===== config.mk =====
export PLATFORM = sky130hd
export DESIGN_NAME = sdx_regs_top
export DESIGN_NICKNAME = d
export VERILOG_FILES = /design/src/rtl/sdx_pkg.sv /design/src/rtl/sdx_cfg_regs.sv /design/src/rtl/sdx_xfer_ctrl.sv /design/src/rtl/sdx_status.sv /design/src/rtl/sdx_regs_top.sv
export SDC_FILE = /design/constraint.sdc
export NUM_CORES = 1
export LEC_CHECK = 0
export BUFFER_PORTS_ARGS = -buffer_cell sky130_fd_sc_hd__buf_2
export CORE_ASPECT_RATIO = 0.9
export CORE_MARGIN = 2
export CORE_UTILIZATION = 35
export DETAILED_ROUTE_END_ITERATION = 12
export GPL_ROUTABILITY_DRIVEN = 0
export PLACE_DENSITY = 0.61
export SKIP_LAST_GASP = 1
export SLEW_MARGIN = 30
export SYNTH_ARGS = -nofsm -noshare
export SYNTH_HDL_FRONTEND = slang
export SYNTH_HIERARCHICAL = 1
export SYNTH_SLANG_ARGS = --single-unit

===== constraint.sdc =====
create_clock -name clk -period 18.2 [get_ports clk]
set_input_delay 0.91 -clock clk [delete_from_list [all_inputs] [get_ports clk]]
set_output_delay 0.91 -clock clk [all_outputs]
set_load 0.005 [all_outputs]

===== src/rtl/sdx_pkg.sv =====
package sdx_pkg;
  localparam int DW = 32;

  localparam logic [7:0] OFF_EN    = 8'h00;
  localparam logic [7:0] OFF_CTRL  = 8'h04;
  localparam logic [7:0] OFF_STATE = 8'h08;
  localparam logic [7:0] OFF_CMD   = 8'h0C;
  localparam logic [7:0] OFF_ARG   = 8'h10;
  localparam logic [7:0] OFF_RSP0  = 8'h14;
  localparam logic [7:0] OFF_BSZ   = 8'h2C;
  localparam logic [7:0] OFF_BCNT  = 8'h30;
  localparam logic [7:0] OFF_BUFSZ = 8'h34;

  localparam logic [DW-1:0] EN_MASK   = 32'h0000_1087;
  localparam logic [DW-1:0] CTRL_MASK = 32'hFFFF_0F4F;

  localparam int CTRL_GO   = 7;
  localparam int DLY_LO    = 16;
  localparam int DLY_HI    = 23;

  localparam int ST_CRC7   = 0;
  localparam int ST_RCRC   = 1;
  localparam int ST_WCRC   = 2;
  localparam int ST_NORSP  = 4;
  localparam int ST_END    = 5;
  localparam int ST_ENDIE  = 6;
  localparam int ST_TOUT   = 15;

  localparam int ERR_N = 5;

  typedef enum logic [3:0] {
    XM_NORSP = 4'd0,
    XM_SHORT = 4'd1,
    XM_LONG  = 4'd2,
    XM_BUSY  = 4'd3,
    XM_READ  = 4'd4,
    XM_WRITE = 4'd5,
    XM_INIT  = 4'd8
  } xfer_mode_e;

  function automatic logic mode_legal(input logic [3:0] m);
    case (m)
      XM_NORSP, XM_SHORT, XM_LONG, XM_BUSY,
      XM_READ, XM_WRITE, XM_INIT: mode_legal = 1'b1;
      default:                    mode_legal = 1'b0;
    endcase
  endfunction
endpackage


===== src/rtl/sdx_cfg_regs.sv =====
module sdx_cfg_regs
  import sdx_pkg::*;
#(
  parameter int CMD_W = 6,
  parameter int BLK_W = 10
) (
  input  logic             clk,
  input  logic             rst_n,
  input  logic             wr,
  input  logic             sel_en,
  input  logic             sel_cmd,
  input  logic             sel_arg,
  input  logic             sel_bsz,
  input  logic             sel_bcnt,
  input  logic             sel_bufsz,
  input  logic [DW-1:0]    wdata,
  output logic [DW-1:0]    en_q,
  output logic [CMD_W-1:0] cmd_q,
  output logic [DW-1:0]    arg_q,
  output logic [BLK_W-1:0] bsz_q,
  output logic [BLK_W-1:0] bcnt_q,
  output logic [BLK_W-1:0] bufsz_q
);
  logic [DW-1:0]    en_d, arg_d;
  logic [CMD_W-1:0] cmd_d;
  logic [BLK_W-1:0] bsz_d, bcnt_d, bufsz_d;

  always_comb begin
    en_d    = en_q;
    cmd_d   = cmd_q;
    arg_d   = arg_q;
    bsz_d   = bsz_q;
    bcnt_d  = bcnt_q;
    bufsz_d = bufsz_q;
    if (wr && sel_en)    en_d    = wdata & EN_MASK;
    if (wr && sel_cmd)   cmd_d   = wdata[CMD_W-1:0];
    if (wr && sel_arg)   arg_d   = wdata;
    if (wr && sel_bsz)   bsz_d   = wdata[BLK_W-1:0];
    if (wr && sel_bcnt)  bcnt_d  = wdata[BLK_W-1:0];
    if (wr && sel_bufsz) bufsz_d = wdata[BLK_W-1:0];
  end

  always_ff @(posedge clk or negedge rst_n) begin
    if (!rst_n) begin
      en_q    <= '0;
      cmd_q   <= '0;
      arg_q   <= '0;
      bsz_q   <= '0;
      bcnt_q  <= '0;
      bufsz_q <= '0;
    end else begin
      en_q    <= en_d;
      cmd_q   <= cmd_d;
      arg_q   <= arg_d;
      bsz_q   <= bsz_d;
      bcnt_q  <= bcnt_d;
      bufsz_q <= bufsz_d;
    end
  end


  en_reserved_chk: assert property (@(posedge clk) disable iff (!rst_n)
    (en_q & ~EN_MASK) == '0);
endmodule


===== src/rtl/sdx_xfer_ctrl.sv =====
module sdx_xfer_ctrl
  import sdx_pkg::*;
(
  input  logic          clk,
  input  logic          rst_n,
  input  logic          wr_ctrl,
  input  logic [DW-1:0] wdata,
  input  logic          eng_done,
  output logic [DW-1:0] ctrl_q,
  output logic          busy_q,
  output logic          launch,
  output logic          done_ev,
  output logic          start_q
);
  logic          wr_ok;
  logic [DW-1:0] ctrl_d;
  logic          busy_d;

  always_comb begin
    wr_ok   = wr_ctrl && !busy_q;
    launch  = wr_ok && wdata[CTRL_GO] && mode_legal(wdata[3:0]);
    done_ev = busy_q && eng_done;
    ctrl_d  = ctrl_q;
    if (wr_ok) begin
      ctrl_d = wdata & CTRL_MASK;
      if (launch) ctrl_d[DLY_HI:DLY_LO] = ctrl_q[DLY_HI:DLY_LO];
    end
    busy_d = busy_q;
    if (done_ev)     busy_d = 1'b0;
    else if (launch) busy_d = 1'b1;
  end

  always_ff @(posedge clk or negedge rst_n) begin
    if (!rst_n) begin
      ctrl_q  <= '0;
      busy_q  <= 1'b0;
      start_q <= 1'b0;
    end else begin
      ctrl_q  <= ctrl_d;
      busy_q  <= busy_d;
      start_q <= launch;
    end
  end


  start_single_chk: assert property (@(posedge clk) disable iff (!rst_n)
    start_q |=> !start_q);

  start_busy_chk: assert property (@(posedge clk) disable iff (!rst_n)
    start_q |-> busy_q);

  done_idle_chk: assert property (@(posedge clk) disable iff (!rst_n)
    (busy_q && eng_done) |=> !busy_q);

  busy_hold_chk: assert property (@(posedge clk) disable iff (!rst_n)
    (wr_ctrl && busy_q) |=> ($stable(ctrl_q) && !start_q));

  delay_keep_chk: assert property (@(posedge clk) disable iff (!rst_n)
    launch |=> $stable(ctrl_q[DLY_HI:DLY_LO]));
endmodule


===== src/rtl/sdx_status.sv =====
module sdx_status
  import sdx_pkg::*;
#(
  parameter int RSP_WORDS = 5
) (
  input  logic                       clk,
  input  logic                       rst_n,
  input  logic                       wr_state,
  input  logic                       w_end_clr,
  input  logic                       w_end_ie,
  input  logic                       launch,
  input  logic                       done_ev,
  input  logic [ERR_N-1:0]           eng_err,
  input  logic [RSP_WORDS*DW-1:0]    eng_rsp,
  output logic [DW-1:0]              state_rd,
  output logic [RSP_WORDS-1:0][DW-1:0] rsp_q,
  output logic                       irq
);
  logic             end_q, end_d, ie_q, ie_d;
  logic [ERR_N-1:0] err_q, err_d;

  always_comb begin
    end_d = end_q;
    if (done_ev)                     end_d = 1'b1;
    else if (wr_state && w_end_clr)  end_d = 1'b0;
    ie_d = wr_state ? w_end_ie : ie_q;
    err_d = err_q;
    if (done_ev)     err_d = eng_err;
    else if (launch) err_d = '0;
  end

  always_ff @(posedge clk or negedge rst_n) begin
    if (!rst_n) begin
      end_q <= 1'b0;
      ie_q  <= 1'b0;
      err_q <= '0;
    end else begin
      end_q <= end_d;
      ie_q  <= ie_d;
      err_q <= err_d;
    end
  end

  for (genvar g = 0; g < RSP_WORDS; g++) begin : g_rsp
    always_ff @(posedge clk or negedge rst_n) begin
      if (!rst_n)       rsp_q[g] <= '0;
      else if (done_ev) rsp_q[g] <= eng_rsp[g*DW +: DW];
    end
  end

  always_comb begin
    state_rd           = '0;
    state_rd[ST_CRC7]  = err_q[0];
    state_rd[ST_RCRC]  = err_q[1];
    state_rd[ST_WCRC]  = err_q[2];
    state_rd[ST_NORSP] = err_q[3];
    state_rd[ST_TOUT]  = err_q[4];
    state_rd[ST_END]   = end_q;
    state_rd[ST_ENDIE] = ie_q;
  end

  assign irq = end_q & ie_q;


  end_set_chk: assert property (@(posedge clk) disable iff (!rst_n)
    done_ev |=> end_q);

  end_clr_chk: assert property (@(posedge clk) disable iff (!rst_n)
    (wr_state && w_end_clr && !done_ev) |=> !end_q);

  err_clear_chk: assert property (@(posedge clk) disable iff (!rst_n)
    launch |=> (err_q == '0));

  err_latch_chk: assert property (@(posedge clk) disable iff (!rst_n)
    done_ev |=> (err_q == $past(eng_err)));
endmodule


===== src/rtl/sdx_regs_top.sv =====
module sdx_regs_top
  import sdx_pkg::*;
#(
  parameter int ADDR_W    = 8,
  parameter int CMD_W     = 6,
  parameter int BLK_W     = 10,
  parameter int RSP_WORDS = 5
) (
  input  logic                    clk,
  input  logic                    rst_n,
  input  logic                    reg_wr,
  input  logic [ADDR_W-1:0]       reg_addr,
  input  logic [DW-1:0]           reg_wdata,
  output logic [DW-1:0]           reg_rdata,
  output logic                    eng_start,
  output logic [3:0]              eng_mode,
  input  logic                    eng_done,
  input  logic [ERR_N-1:0]        eng_err,
  input  logic [RSP_WORDS*DW-1:0] eng_rsp,
  output logic [DW-1:0]           ctrl_word,
  output logic [DW-1:0]           en_word,
  output logic [CMD_W-1:0]        cmd_idx,
  output logic [DW-1:0]           cmd_arg,
  output logic [BLK_W-1:0]        blk_size,
  output logic [BLK_W-1:0]        blk_count,
  output logic [BLK_W-1:0]        buf_size,
  output logic                    irq
);
  logic rst_m, rst_s;
  always_ff @(posedge clk or negedge rst_n) begin
    if (!rst_n) begin
      rst_m <= 1'b0;
      rst_s <= 1'b0;
    end else begin
      rst_m <= 1'b1;
      rst_s <= rst_m;
    end
  end

  logic sel_en, sel_ctrl, sel_state, sel_cmd, sel_arg, sel_bsz, sel_bcnt, sel_bufsz;
  always_comb begin
    sel_en    = reg_addr == ADDR_W'(OFF_EN);
    sel_ctrl  = reg_addr == ADDR_W'(OFF_CTRL);
    sel_state = reg_addr == ADDR_W'(OFF_STATE);
    sel_cmd   = reg_addr == ADDR_W'(OFF_CMD);
    sel_arg   = reg_addr == ADDR_W'(OFF_ARG);
    sel_bsz   = reg_addr == ADDR_W'(OFF_BSZ);
    sel_bcnt  = reg_addr == ADDR_W'(OFF_BCNT);
    sel_bufsz = reg_addr == ADDR_W'(OFF_BUFSZ);
  end

  logic [DW-1:0] ctrl_q, state_rd;
  logic          busy_q, launch, done_ev, start_q;
  logic [RSP_WORDS-1:0][DW-1:0] rsp_q;

  sdx_cfg_regs #(.CMD_W(CMD_W), .BLK_W(BLK_W)) u_cfg (
    .clk(clk), .rst_n(rst_s), .wr(reg_wr),
    .sel_en(sel_en), .sel_cmd(sel_cmd), .sel_arg(sel_arg),
    .sel_bsz(sel_bsz), .sel_bcnt(sel_bcnt), .sel_bufsz(sel_bufsz),
    .wdata(reg_wdata), .en_q(en_word), .cmd_q(cmd_idx), .arg_q(cmd_arg),
    .bsz_q(blk_size), .bcnt_q(blk_count), .bufsz_q(buf_size)
  );

  sdx_xfer_ctrl u_xfer (
    .clk(clk), .rst_n(rst_s), .wr_ctrl(reg_wr && sel_ctrl), .wdata(reg_wdata),
    .eng_done(eng_done), .ctrl_q(ctrl_q), .busy_q(busy_q), .launch(launch),
    .done_ev(done_ev), .start_q(start_q)
  );

  sdx_status #(.RSP_WORDS(RSP_WORDS)) u_stat (
    .clk(clk), .rst_n(rst_s), .wr_state(reg_wr && sel_state),
    .w_end_clr(reg_wdata[ST_END]), .w_end_ie(reg_wdata[ST_ENDIE]),
    .launch(launch), .done_ev(done_ev), .eng_err(eng_err), .eng_rsp(eng_rsp),
    .state_rd(state_rd), .rsp_q(rsp_q), .irq(irq)
  );

  assign eng_start = start_q;
  assign eng_mode  = ctrl_q[3:0];
  assign ctrl_word = ctrl_q;

  always_comb begin
    reg_rdata = '0;
    if (sel_en)    reg_rdata = en_word;
    if (sel_ctrl)  reg_rdata = ctrl_q | (DW'(busy_q) << CTRL_GO);
    if (sel_state) reg_rdata = state_rd;
    if (sel_cmd)   reg_rdata = DW'(cmd_idx);
    if (sel_arg)   reg_rdata = cmd_arg;
    if (sel_bsz)   reg_rdata = DW'(blk_size);
    if (sel_bcnt)  reg_rdata = DW'(blk_count);
    if (sel_bufsz) reg_rdata = DW'(buf_size);
    for (int i = 0; i < RSP_WORDS; i++) begin
      if (reg_addr == ADDR_W'(OFF_RSP0 + 8'(4 * i))) reg_rdata = rsp_q[i];
    end
  end


  irq_end_chk: assert property (@(posedge clk) disable iff (!rst_s)
    $rose(irq) |-> state_rd[ST_END]);
endmodule


==> metrics.log <==
INFO  metric drt_iter0_markers = 868
INFO  metric design.portCount = 379
INFO  metric antenna_violations_before_repair = 11
INFO  metric vias = 11,065
INFO  metric detail_route.vias_per_cell = 5.40
INFO  metric layout_overhead_on_the_synthesized_area = 19.3%
INFO  metric grt_util_met1 = 0.331
INFO  metric power.switching_fraction = 0.246
INFO  metric status = finished clean
INFO  metric async_reset_ff_frac = 1.00
INFO  metric type_of_the_worst_setup_path = in -> out
INFO  metric synth_enable_flop_cells = 0
INFO  metric p_switching = 0.000370 W
INFO  metric synth.yosys.warnings = 6
INFO  metric count_of_buffers_from_port_buffering = 344
INFO  metric total_power_after_layout = 0.00151 W
INFO  metric grt_start_max_net_pins = 79
INFO  metric grt_setup_unrepaired = false
INFO  metric finalHoldViolations = 0
INFO  metric cell_int_power = 0.00114 W
INFO  metric setup_tns = 0 ns
INFO  metric fin_nets = 1,685
INFO  metric core.rowCount = 70
INFO  metric use_met3 = 0.0468
INFO  metric timing.slew.headroom = 0.353
INFO  metric synth_sequential_area_ratio = 0.465
INFO  metric postCtsHoldBufs = 0
INFO  metric worst_setup_path_startpoint = reg_addr[3]
INFO  metric report.final.slew_viol_count = 0
INFO  metric max_clock_freq = 0.210 GHz
INFO  metric floorplan.die_area = 43,000 um^2
INFO  metric placement.setup.worst_slack = 13.43 ns
INFO  metric ant_nets = 0
INFO  metric power-per-cell-area = 87.3 nW/um^2
INFO  metric count_of_instances_resized_after_the_clock_tree_is_built = 0
INFO  metric clock-sinks = 269
INFO  metric synthDistinctLibCells = 78
INFO  metric regToRegStartpoint = u_xfer/busy_q$_DFFE_PN0P_
INFO  metric syn_avg_cell_area = 12.3 um^2
INFO  metric reg2reg_to = u_stat/err_q[0]$_DFFE_PN0P_
INFO  metric global_route.usage.met2 = 0.349
INFO  metric skew = 0.0109 ns
INFO  metric setup_ws = 13.43 ns
INFO  metric max-cap-violations = 0
INFO  metric clock_insertion_delay_worst_skew = 0.58 ns
INFO  metric period_share = 0.262
INFO  metric final_layout_size_suffix_gt1_frac = 0.477
INFO  metric worst-path-max-fanout = 59
INFO  metric wl = 50,600 um
INFO  metric clock_tree.root_cell = sky130_fd_sc_hd__clkbuf_16
INFO  metric worstPathRequired = 17.29 ns
INFO  metric postSynthCellCount = 1,176
INFO  metric clk_pin_slew_worst_paths = 0.06 ns
INFO  metric vdd_ir_drop_max = 87.9 uV
INFO  metric grt.busiest_layer = met2
INFO  metric mappedNetlistArea = 14,500 um^2
INFO  metric synth_top_cell_by_area = sky130_fd_sc_hd__dfrtp_1
INFO  metric synth.area.top_cells = sky130_fd_sc_hd__dfrtp_1 47%, sky130_fd_sc_hd__mux2_4 14%, sky130_fd_sc_hd__mux2_2 11%
INFO  metric total_cts_buffers = 30
INFO  metric core = 40,700 um^2
INFO  metric most_common_cell_after_layout_fill_and_taps_aside = sky130_fd_sc_hd__buf_2
INFO  metric minimum_clock_period = 4.77 ns
INFO  metric worstSetupEndpointType = primary output
INFO  metric grt_pass1_wl = 73,900 um
INFO  metric firstDrtPassIters = 5
INFO  metric utilization = 0.424
INFO  metric cts.repair_timing.setup_buffer_count = 0
INFO  metric worstRegToRegCells = 4
INFO  metric drc_errors = 0
INFO  metric cp-start-kind = primary input
INFO  metric overall_die_height = 197 um
INFO  metric post-synth-top-area-fraction = 0.465
INFO  metric timing.reg2reg.setup_slack = 15.73 ns
INFO  metric leakage = 8.47 nW
INFO  metric final-setup-viol-count = 0
INFO  metric route.detailed.wl_per_inst = 24.7 um
INFO  metric power.share.clock = 0.441
INFO  metric first_global_vias = 10,985
INFO  metric htree_levels = 1
INFO  metric most-common-layout-cells = 343 x sky130_fd_sc_hd__buf_2, 268 x sky130_fd_sc_hd__dfrtp_1, 139 x sky130_fd_sc_hd__mux2_2
INFO  metric yosys_register_bits = 269
INFO  metric pwr-share-seq = 0.449
INFO  metric grtUsageTotal = 0.229
INFO  metric clock_path_buffers = 3
INFO  metric holdCritPathClass = in -> async
INFO  metric synth-main-ff-cell = sky130_fd_sc_hd__dfrtp_1
INFO  metric critPathArrivalTime = 3.86 ns
INFO  metric die_width = 218 um
INFO  metric globalRouteOverflowTotal = 0
INFO  metric power.share.combinational = 0.111
INFO  metric cts_tree = yes
INFO  metric tightest_slew = 0.971 ns
INFO  metric start_util = 0.355
INFO  metric detailed_place_hpwl = 36,500 um
## how the worst max path moves through the flow
stage	end	slack, ns	cells after the start
after CTS	reg_rdata[10]	13.43	7
final	reg_rdata[10]	13.43	7
after global placement	reg_rdata[10]	13.31	7
after floorplan	u_cfg/arg_q[0]$_DFFE_PN0P_	10.15	0
after global routing	reg_rdata[10]	13.20	7
after detailed placement	reg_rdata[10]	13.43	7
## Yosys cell counts, types with 5 or more instances
library cell,count
sky130_fd_sc_hd__a211oi_1,5
sky130_fd_sc_hd__a21oi_1,38
sky130_fd_sc_hd__a222oi_1,15
sky130_fd_sc_hd__a22o_1,6
sky130_fd_sc_hd__a22oi_1,11
sky130_fd_sc_hd__a2bb2oi_1,16
sky130_fd_sc_hd__a31oi_1,15
sky130_fd_sc_hd__buf_2,32
sky130_fd_sc_hd__buf_4,73
sky130_fd_sc_hd__buf_6,22
sky130_fd_sc_hd__clkbuf_1,14
sky130_fd_sc_hd__dfrtp_1,269
sky130_fd_sc_hd__inv_1,8
sky130_fd_sc_hd__mux2_2,139
sky130_fd_sc_hd__mux2_4,131
sky130_fd_sc_hd__nand2_1,56
sky130_fd_sc_hd__nand2b_1,11
sky130_fd_sc_hd__nand3_1,9
sky130_fd_sc_hd__nor2_1,38
sky130_fd_sc_hd__nor2b_1,22
sky130_fd_sc_hd__nor3_1,7
sky130_fd_sc_hd__nor3b_1,8
sky130_fd_sc_hd__o21ai_0,78
sky130_fd_sc_hd__o22ai_1,55
## stage by stage
stage / cell area, um^2 / hold slack, ns / cells
2_1_floorplan: 14700 / 0.331 / 1232
3_3_place_gp: 16100 / 0.229 / 1983
3_5_place_dp: 16100 / 0.238 / 1984
4_1_cts: 17200 / 0.0787 / 2040
5_1_grt: 17200 / 0.0879 / 2048
6_report: 17300 / 0.114 / 2050
## critical path, stage by stage
cell                       delay, ns
sky130_fd_sc_hd__buf_4          0.26
sky130_fd_sc_hd__buf_4          0.42
sky130_fd_sc_hd__or4_1          0.85
sky130_fd_sc_hd__nor2_4         0.72
sky130_fd_sc_hd__a222oi_1       0.19
sky130_fd_sc_hd__o21ai_0        0.24
sky130_fd_sc_hd__buf_2          0.20
## routing by layer
metal  part of all wire  vias up
met2               0.45      469
li1                   -     4836
met3              0.075       70
met4              0.023        2
met5            0.00032        -
met1               0.45     5688
## cell type report
type                            instances  area (um^2)
Fill cell                            3858        23500
Multi-Input combinational cell        806         6840
Sequential cell                       269         6740
Timing Repair Buffer                  360         1870
Clock buffer                           49          943
Tap cell                              540          676
Clock inverter                          7          138
Inverter                                9         33.8
Antenna cell                           10         25.0
## registers in the layout, indices dropped and copies added (netlist names)
register / flops
u_cfg/en_q: 5
rst_m: 1
u_stat/ie_q: 1
rst_s: 1
u_cfg/cmd_q: 6
u_cfg/bufsz_q: 10
u_cfg/arg_q: 32
u_stat/end_q: 1
u_cfg/bcnt_q: 10
u_xfer/busy_q: 1
u_stat/rsp_q: 160
u_stat/err_q: 5
u_xfer/start_q: 1
u_cfg/bsz_q: 10
u_xfer/ctrl_q: 25
## kinds of logic after synthesis
family	share of synthesized area
buf+inv	0.0782
simple gates	0.0784
other cells	0.00104
flops	0.465
compound gates	0.127
mux	0.250
## power by group through the flow
| stage | registers (W) | clock network (W) | logic, W |
|---|---|---|---|
| 3_5_place_dp | 0.000685 | 0 | 0.000164 |
| 4_1_cts | 0.000675 | 0.000679 | 0.000165 |
| 6_report | 0.000676 | 0.000663 | 0.000167 |
| 2_1_floorplan | 0.000681 | 0 | 0.000104 |
| 3_3_place_gp | 0.000684 | 0 | 0.000161 |
| 5_1_grt | 0.000681 | 0.000700 | 0.000181 |
No activity file was read; power rests on OpenSTA's default activity.
